===== config.mk =====
export PLATFORM = sky130hd
export DESIGN_NAME = pseudo_expander
export DESIGN_NICKNAME = d
export VERILOG_FILES = /design/src/rtl/pex_pkg.sv /design/src/rtl/pex_range.sv /design/src/rtl/pex_plan.sv /design/src/rtl/pex_emit.sv /design/src/rtl/pseudo_expander.sv
export SDC_FILE = /design/constraint.sdc
export NUM_CORES = 1
export LEC_CHECK = 0
export ABC_CLOCK_PERIOD_IN_PS = 2400
export CORE_MARGIN = 5
export CORE_UTILIZATION = 45
export CTS_BUF_LIST = sky130_fd_sc_hd__clkbuf_8
export CTS_CLUSTER_DIAMETER = 60
export DETAILED_ROUTE_END_ITERATION = 8
export PLACE_DENSITY = 0.75
export SLEW_MARGIN = 10
export SYNTH_ARGS = -nofsm -noshare
export SYNTH_HDL_FRONTEND = slang
export SYNTH_SLANG_ARGS = --single-unit

===== constraint.sdc =====
create_clock -name clk -period 2.4 [get_ports clk]
set_input_delay 0.48 -clock clk [delete_from_list [all_inputs] [get_ports clk]]
set_output_delay 0.48 -clock clk [all_outputs]
set_load 0.1 [all_outputs]

===== src/rtl/pex_pkg.sv =====
package pex_pkg;
  localparam int WORD_W  = 32;
  localparam int REG_W   = 5;
  localparam int OP_W    = 3;
  localparam int IMM_W   = 16;
  localparam int MAX_SEQ = 3;
  localparam int CNT_W   = $clog2(MAX_SEQ + 1);

  // selector codes
  localparam logic [OP_W-1:0] SEL_MOVE  = 3'd0;
  localparam logic [OP_W-1:0] SEL_LI    = 3'd1;
  localparam logic [OP_W-1:0] SEL_ROR   = 3'd2;
  localparam logic [OP_W-1:0] SEL_NOP   = 3'd3;
  localparam logic [OP_W-1:0] SEL_ADDUI = 3'd4;

  // major opcodes
  localparam logic [5:0] OPC_RTYPE = 6'd0;
  localparam logic [5:0] OPC_ADDI  = 6'd8;
  localparam logic [5:0] OPC_ADDIU = 6'd9;
  localparam logic [5:0] OPC_ORI   = 6'd13;
  localparam logic [5:0] OPC_LUI   = 6'd15;

  // function codes
  localparam logic [5:0] FN_SLL  = 6'd0;
  localparam logic [5:0] FN_SRL  = 6'd2;
  localparam logic [5:0] FN_ADD  = 6'd32;
  localparam logic [5:0] FN_ADDU = 6'd33;
  localparam logic [5:0] FN_OR   = 6'd37;

  localparam logic [REG_W-1:0] REG_ZERO = 5'd0;
  localparam logic [REG_W-1:0] REG_TMP  = 5'd1;

  typedef logic [WORD_W-1:0] word_t;
  typedef logic [REG_W-1:0]  reg_t;

  function automatic word_t enc_r(input reg_t rs, input reg_t rt, input reg_t rd,
                                  input logic [4:0] sh, input logic [5:0] fn);
    return {OPC_RTYPE, rs, rt, rd, sh, fn};
  endfunction

  function automatic word_t enc_i(input logic [5:0] opc, input reg_t rs, input reg_t rt,
                                  input logic [IMM_W-1:0] k);
    return {opc, rs, rt, k};
  endfunction
endpackage


===== src/rtl/pex_range.sv =====
module pex_range #(
  parameter int VAL_W = 32,
  parameter int NARROW_W = 16
) (
  input  logic [VAL_W-1:0] value,
  output logic             fits
);
  localparam int TOP_W = VAL_W - NARROW_W + 1;
  logic [TOP_W-1:0] top;
  assign top  = value[VAL_W-1:NARROW_W-1];
  // sign-extension of the narrow field reproduces the whole value
  assign fits = (&top) | ~(|top);
endmodule


===== src/rtl/pex_plan.sv =====
module pex_plan
  import pex_pkg::*;
(
  input  logic [OP_W-1:0]           op,
  input  reg_t                      dst,
  input  reg_t                      src,
  input  logic [WORD_W-1:0]         imm,
  output logic [MAX_SEQ-1:0][WORD_W-1:0] words,
  output logic [CNT_W-1:0]          len,
  output logic                      err
);
  logic             short_ok;
  logic [IMM_W-1:0] hi_half, lo_half;
  logic [4:0]       amt, amt_rev;

  pex_range #(.VAL_W(WORD_W), .NARROW_W(IMM_W)) u_range (
    .value(imm),
    .fits (short_ok)
  );

  assign hi_half = imm[WORD_W-1:WORD_W-IMM_W];
  assign lo_half = imm[IMM_W-1:0];
  assign amt     = imm[4:0];
  assign amt_rev = 5'd0 - amt;   // 32 - n for n in 1..31

  always_comb begin
    words = '0;
    len   = CNT_W'(1);
    err   = 1'b0;
    unique case (op)
      SEL_MOVE: begin
        words[0] = enc_r(REG_ZERO, src, dst, 5'd0, FN_ADD);
      end
      SEL_LI: begin
        if (short_ok) begin
          words[0] = enc_i(OPC_ADDI, REG_ZERO, dst, lo_half);
        end else begin
          words[0] = enc_i(OPC_LUI, REG_ZERO, dst, hi_half);
          words[1] = enc_i(OPC_ORI, dst, dst, lo_half);
          len      = CNT_W'(2);
        end
      end
      SEL_ROR: begin
        if (amt == 5'd0) begin
          words[0] = enc_r(REG_ZERO, src, dst, 5'd0, FN_ADD);
        end else begin
          words[0] = enc_r(REG_ZERO, src, REG_TMP, amt, FN_SRL);
          words[1] = enc_r(REG_ZERO, src, dst, amt_rev, FN_SLL);
          words[2] = enc_r(dst, REG_TMP, dst, 5'd0, FN_OR);
          len      = CNT_W'(3);
        end
      end
      SEL_NOP: begin
        words[0] = '0;
      end
      SEL_ADDUI: begin
        if (short_ok) begin
          words[0] = enc_i(OPC_ADDIU, src, dst, lo_half);
        end else begin
          words[0] = enc_i(OPC_LUI, REG_ZERO, REG_TMP, hi_half);
          words[1] = enc_i(OPC_ORI, REG_TMP, REG_TMP, lo_half);
          words[2] = enc_r(src, REG_TMP, dst, 5'd0, FN_ADDU);
          len      = CNT_W'(3);
        end
      end
      default: begin
        words[0] = '0;
        err      = 1'b1;
      end
    endcase
  end
endmodule


===== src/rtl/pex_emit.sv =====
module pex_emit #(
  parameter int DEPTH  = 3,
  parameter int DATA_W = 32
) (
  input  logic                        clk,
  input  logic                        rst_n,
  input  logic                        take,
  input  logic [DEPTH-1:0][DATA_W-1:0] load_words,
  input  logic [$clog2(DEPTH+1)-1:0]  load_len,
  input  logic                        load_err,
  output logic                        busy,
  output logic                        out_valid,
  input  logic                        out_ready,
  output logic [DATA_W-1:0]           out_word,
  output logic                        out_last,
  output logic                        out_err
);
  localparam int LW = $clog2(DEPTH + 1);

  logic [DEPTH-1:0][DATA_W-1:0] slots;
  logic [LW-1:0]                idx, len_q;
  logic                         err_q, fire, at_end;

  assign at_end = (idx == len_q - LW'(1));
  assign fire   = busy & out_ready;

  always_ff @(posedge clk) begin
    if (!rst_n) begin
      busy  <= 1'b0;
      idx   <= '0;
      len_q <= '0;
      err_q <= 1'b0;
      slots <= '0;
    end else if (take) begin
      busy  <= 1'b1;
      idx   <= '0;
      len_q <= load_len;
      err_q <= load_err;
      slots <= load_words;
    end else if (fire) begin
      if (at_end) begin
        busy <= 1'b0;
        idx  <= '0;
      end else begin
        idx <= idx + LW'(1);
      end
    end
  end

  always_comb begin
    out_word = '0;
    for (int k = 0; k < DEPTH; k++) begin
      if (idx == LW'(k)) out_word = slots[k];
    end
  end

  assign out_valid = busy;
  assign out_last  = busy & at_end;
  assign out_err   = busy & err_q;
endmodule


===== src/rtl/pseudo_expander.sv =====
module pseudo_expander
  import pex_pkg::*;
(
  input  logic              clk,
  input  logic              rst_n,
  input  logic              in_valid,
  output logic              in_ready,
  input  logic [OP_W-1:0]   in_op,
  input  logic [REG_W-1:0]  in_dst,
  input  logic [REG_W-1:0]  in_src,
  input  logic [WORD_W-1:0] in_imm,
  output logic              out_valid,
  input  logic              out_ready,
  output logic [WORD_W-1:0] out_word,
  output logic              out_last,
  output logic              out_err
);
  logic [MAX_SEQ-1:0][WORD_W-1:0] plan_words;
  logic [CNT_W-1:0]               plan_len;
  logic                           plan_err, busy, take;

  pex_plan u_plan (
    .op   (in_op),
    .dst  (in_dst),
    .src  (in_src),
    .imm  (in_imm),
    .words(plan_words),
    .len  (plan_len),
    .err  (plan_err)
  );

  assign in_ready = ~busy;
  assign take     = in_valid & ~busy;

  pex_emit #(.DEPTH(MAX_SEQ), .DATA_W(WORD_W)) u_emit (
    .clk       (clk),
    .rst_n     (rst_n),
    .take      (take),
    .load_words(plan_words),
    .load_len  (plan_len),
    .load_err  (plan_err),
    .busy      (busy),
    .out_valid (out_valid),
    .out_ready (out_ready),
    .out_word  (out_word),
    .out_last  (out_last),
    .out_err   (out_err)
  );
endmodule


# ---- Yosys cells after proc, flatten, opt, wreduce, memory -nomap -nowiden
# Index checks and enable logic that the tools add are counted.
dict set report classes {
  magnitude_cmp 0
  n_addsub 3
  n_shift 0
  eq_ne 7
  mux 21
  n_bitwise 8
  mul 0
  div_mod_pow 0
  reduce_logical 10
}
# operator count
set ops {}
lappend ops {{$pmux 30 s4} 1}
lappend ops {{$mux 58} 2}
lappend ops {{$mux 32} 3}
lappend ops {{$pmux 32 s3} 1}
lappend ops {{$mux 29} 2}
lappend ops {{$pmux 26 s2} 1}
lappend ops {{$mux 30} 1}
lappend ops {{$reduce_and 17->1} 1}
lappend ops {{$reduce_or 17->1} 1}
lappend ops {{$mux 16} 1}
lappend ops {{$mux 2} 4}
lappend ops {{$eq 3x2->1 const B} 2}
lappend ops {{$pmux 2 s3} 1}
lappend ops {{$logic_not 5->1} 1}
lappend ops {{$reduce_or 5->1} 1}
lappend ops {{$sub 1x5->5 const A} 1}
lappend ops {{$and 1x1->1} 4}
lappend ops {{$mux 1} 4}
lappend ops {{$reduce_bool 2->1} 2}
lappend ops {{$eq 3x1->1 const B} 1}
lappend ops {{$eq 3x3->1 const B} 1}
lappend ops {{$logic_not 3->1} 1}
lappend ops {{$not 1->1} 3}
lappend ops {{$add 2x1->2 const B} 1}
lappend ops {{8 further kinds} 8}
dict set report totals {
  mem_count 0
  mem_bits_ro 0
  latchBits 0
  ram_bits 0
  regBits 102
  out_inout_bits 36
  in_bits 49
  elab_cells 56
}

# ---- Longest topological paths before layout
dict set report logic_depth {
  ltp_word 5
  depth_mapped 10
  ltp_nobuf 9
}

# ---- Hierarchy
# From an unflattened synthesis, not the netlist that was laid out.
dict set report hier_totals {
  hier_cells 670
  hier_area_um2 6178.4
}
# mod area_each_um2 cells_each seq_area_each_um2 n_inst
set modules_own_cells {}
lappend modules_own_cells {pex_emit 4849.7 491 2042.0 1}
lappend modules_own_cells {pex_plan 1219.9 165 0.0 1}
lappend modules_own_cells {pex_range 98.8 12 0.0 1}
lappend modules_own_cells {pseudo_expander 10.0 2 0.0 1}

# ---- Least setup slack after synthesis
# OpenSTA, ideal clock, no wires.
dict set report synth_timing {
  path_type {register to output}
  startpoint {register u_emit.idx[0]}
  endpoint {output port out_word[24]}
  setup_slack_ns -1.456
  stages_incl_launch_ff 9
  required_ns 1.920
  t_arrival_ns 3.376
  path_buffers 2
  path_cell_list {dfxtp_1 inv_1 ha_1 clkbuf_1 clkbuf_1 nand2_1 nor2_1 a21oi_1 o21ai_0}
}
dict set report synth_between {
  elab_chain_cells 4
  word_cells_on_any_way 6
  classes_between {eq/ne: 2; mux: 3; reduce/logical: 1}
}
# item line
set synth_rtl {}
lappend synth_rtl {{start, declared} pex_emit.sv:21} ;# logic [LW-1:0] idx, len_q;
lappend synth_rtl {{start signal, assigned} pex_emit.sv:45} ;# idx <= idx + LW'(1);
lappend synth_rtl {{$logic_not 2->1} pex_emit.sv:53} ;# if (idx == LW'(k)) out_word = slots[k];
lappend synth_rtl {{$mux 32 (2 in series)} pex_emit.sv:53}
lappend synth_rtl {{$mux 32 (*)} pex_emit.sv:53}
lappend synth_rtl {{end, declared} pseudo_expander.sv:14} ;# output logic [WORD_W-1:0] out_word,
# Every way passes the cells marked *; elsewhere a longest branch is shown, timed or not.

# ---- Final worst setup path
dict set report layout_timing {
  startpoint {register u_emit.idx[0]}
  endpoint {output port out_word[4]}
}
# The elaborated chain is that of the path after synthesis.

==> flow_summary.yaml <==
min_path:
  worstHoldStart: "u_emit.slots[56]$_SDFFE_PN0P_"
  hold_class: "reg -> reg"
  whs_endpoint: "u_emit.slots[56]$_SDFFE_PN0P_"
  holdPathStages: 2
detailed_routing:
  drt_iter0_drc: 396
  dr.pass1.iters: 6
  wire_per_inst_um: 18.7
  viasPerCell: 6.00
  ant_nets: 0
  dr_total_vias: 4257
  route.detailed.drc: 0
  wl_um: 13300
critical_path:
  required_ns: 1.92
  worstRegToRegCells: 7
  crit_path_max_fanout: 13
  worstSetupStartpointType: "register"
  r2r_start: "u_emit.busy$_SDFFE_PN0P_"
  r2r_setup_slack_ns: 0.55
  slowest_delay_ns: 0.42
  criticalPathCategory: "reg -> out"
  worst_path_max_delay_cell: "dfxtp_2"
  worstReg2RegEnd: "u_emit.slots[13]$_SDFFE_PN0P_"
  crit_path_start: "u_emit.idx[0]$_SDFFE_PP0P_"
  cp-end-kind: "primary output"
  crit_path_cell_trace: "inv_2 -> ha_4 -> bufbuf_16 -> nand2_1 -> nor2_1 -> a21oi_1 -> nor2_4 -> buf_12"
  arrival_ns: 1.87
global_route:
  grt_usage: 0.252
  grt_overflow: 0
  antenna_found_initial: 0
  grt_pass1_vias: 4192
  grt_max_degree: 47
  grtUsageMet1: 0.324
  top_usage_layer: "met2"
  grtUsageMet3: 0.0457
  grt_pass1_wl_um: 20700
  grt_use_met2: 0.419
sta:
  fin_crit_sh: 0.978
  slew-limit-headroom: 0.647
  hold_ws_ns: 0.458
  finalSetupViolCount: 0
  fmax_ghz: 0.426
  rsz0062_at_grt: "false"
  clock_skew_ns: 0.00471
  drv_slew: 0
  hold_viol_final: 0
  min_period_ns: 2.35
  worstMarginPinSlew_ns: 0.524
logic_synthesis:
  yosys_warnings: 0
  synth-edff-count: 0
  synthFlopType: "dfxtp_1"
  async_flop_share: 0
  yosys.cell_types.count: 47
  syn-cell-area_um2: 3800
  synth.avg_cell_area_um2: 7.74
  synth-seq-area-share: 0.390
  syn_inst: 491
  synth-seq-cells: 74
power:
  swShare: 0.286
  ir_drop_mv: 0.289
  power.density_nw_per_um2: 519
  p_int_mw: 2.21
  switchingPower_mw: 0.887
  seqPwrFrac: 0.414
  clkPwrFrac: 0.393
  comb_power_share: 0.193
  p_leak_nw: 2.36
clock_tree:
  h-tree-depth: 3
  postCtsSetupBuffers: 0
  cts.reportedPaths.clkPinSlew_ns: 0.08
  cts_made_buffers: 9
  clk_latency_ns: 0.36
  cts_hold_buf: 0
  clock-sinks: 74
  cts_tree: "built"
  cts_buffer_depth: 2
  clockRootBuffer: "clkbuf_8"
placed_design:
  hpwl_um: 9330
  port-buffer-count: 82
  gp_congestion: 0.911
die:
  core.rowCount: 33
  die_h_um: 102
  initial_core_util: 0.462
  die_w_um: 102
  ioPinCount: 85
  die-area_um2: 10400
  core_area_um2: 8220
cells_and_area:
  drive_gt1_frac: 0.273
  layout_commonest_cell: "nand2_1"
  utilization: 0.726
  num-nets-final: 654
  diodes: 0
  most-common-layout-cells: "87 x nand2_1, 71 x dfxtp_1, 50 x buf_4"
  fillCellCount: 598
  syn2layout_area_growth_pct: 57.0
run_status:
  outcome: "finished clean"
job:
  max_cap_violations: 0
-- registers in the layout (all words and copies together) (netlist names) --
signal,flops
u_emit.busy,1
u_emit.err_q,1
u_emit.idx,2
u_emit.len_q,2
u_emit.slots,68
-- cell usage after synthesis (2+ instances only) --
master	instances	area, um^2
buf_4	2	15.0
buf_1	3	11.3
nor2_1	61	229
nor2b_1	7	43.8
ha_1	5	62.6
buf_6	4	45.0
or3_1	2	12.5
nor3_1	3	15.0
xnor2_1	3	26.3
a22oi_1	14	105
a21boi_1	2	15.0
nand3b_1	4	30.0
o211ai_1	15	113
nand2b_1	2	12.5
a32o_1	2	20.0
nand3_1	6	30.0
clkbuf_1	27	101
o21ai_0	16	80.1
and3_1	2	12.5
nand2_1	88	330
nand4_1	21	131
a21o_1	8	60.1
nor4_1	3	18.8
inv_1	8	30.0
dfxtp_1	74	1480
a22o_1	19	166
and2_1	7	43.8
buf_2	5	25.0
a221o_1	16	160
a21oi_1	44	220
xor2_1	2	17.5
-- worst max path at each step --
stage,to,depth (start not counted)
2_1_floorplan,out_word[26],5
5_1_grt,out_word[3],8
3_3_place_gp,u_emit.slots[85]$_SDFFE_PN0P_,10
3_5_place_dp,u_emit.slots[45]$_SDFFE_PN0P_,10
6_report,out_word[4],8
4_1_cts,out_word[28],7
-- logic make-up (layout without fill, tap and decap cells) --
kind of cell	count (synthesis)	after routing	synth area share
buffers and inverters	49	162	0.0599
xor gates and xnor gates	5	5	0.0115
DFF	74	74	0.390
muxes	1	1	0.00263
other	1	2	0.000987
AOI/OAI and AO/OA	145	145	0.267
and+or+nand+nor	211	211	0.251
adders and majority gates	5	5	0.0165
-- power groups by stage --
stage | Combinational (mW) | Sequential (mW) | Clock (mW)
floorplan | 0.290 | 1.31 | 0
global placement | 0.559 | 1.31 | 0
detailed placement | 0.567 | 1.31 | 0
CTS | 0.580 | 1.28 | 1.22
global route | 0.622 | 1.28 | 1.26
finish | 0.596 | 1.28 | 1.22
-- final cells by class --
type | count | area [um^2] | area share
Inverter | 8 | 33.8 | 0.00566
Clock inverter | 7 | 124 | 0.0208
Multi-Input combinational cell | 369 | 2400 | 0.402
Sequential cell | 74 | 1490 | 0.249
Timing Repair Buffer | 138 | 1670 | 0.279
Tap cell | 105 | 131 | 0.0220
Clock buffer | 9 | 124 | 0.0208
-- layer usage --
layer	vias to the layer above	routed length (um)
met5	-	0
met4	0	365
met3	39	1240
met2	262	6300
met1	1977	5370
li1	1979	-
-- through the flow --
stage	power [mW]	std cells	area [um^2]	setup TNS (ns)	setup WS, ns
global route	3.17	710	5970	0	0.00205
detailed placement	1.87	692	5560	-6.47	-0.250
finish	3.09	710	5970	0	0.0530
CTS	3.08	709	5880	0	0.000577
floorplan	1.60	492	4020	-1.59	-0.229
global placement	1.87	692	5560	-4.01	-0.177
-- worst max-delay path: cells and delay by family (launching register included) --
family	cells	cell delay, ns
buffers and inverters	3	0.54
adder cells (fa/ha/maj)	1	0.18
flip-flops	1	0.42
AO/OA/AOI/OAI	1	0.21
AND/OR/NAND/NOR	3	0.17
-- timing repair --
action                                  in CTS  in global routing
cloned                                       1                  1
gates resized for setup                     12                 14
endpoints found under the setup margin       5                 45
pin swaps                                    0                  2
No activity file was read; power rests on OpenSTA's default activity.
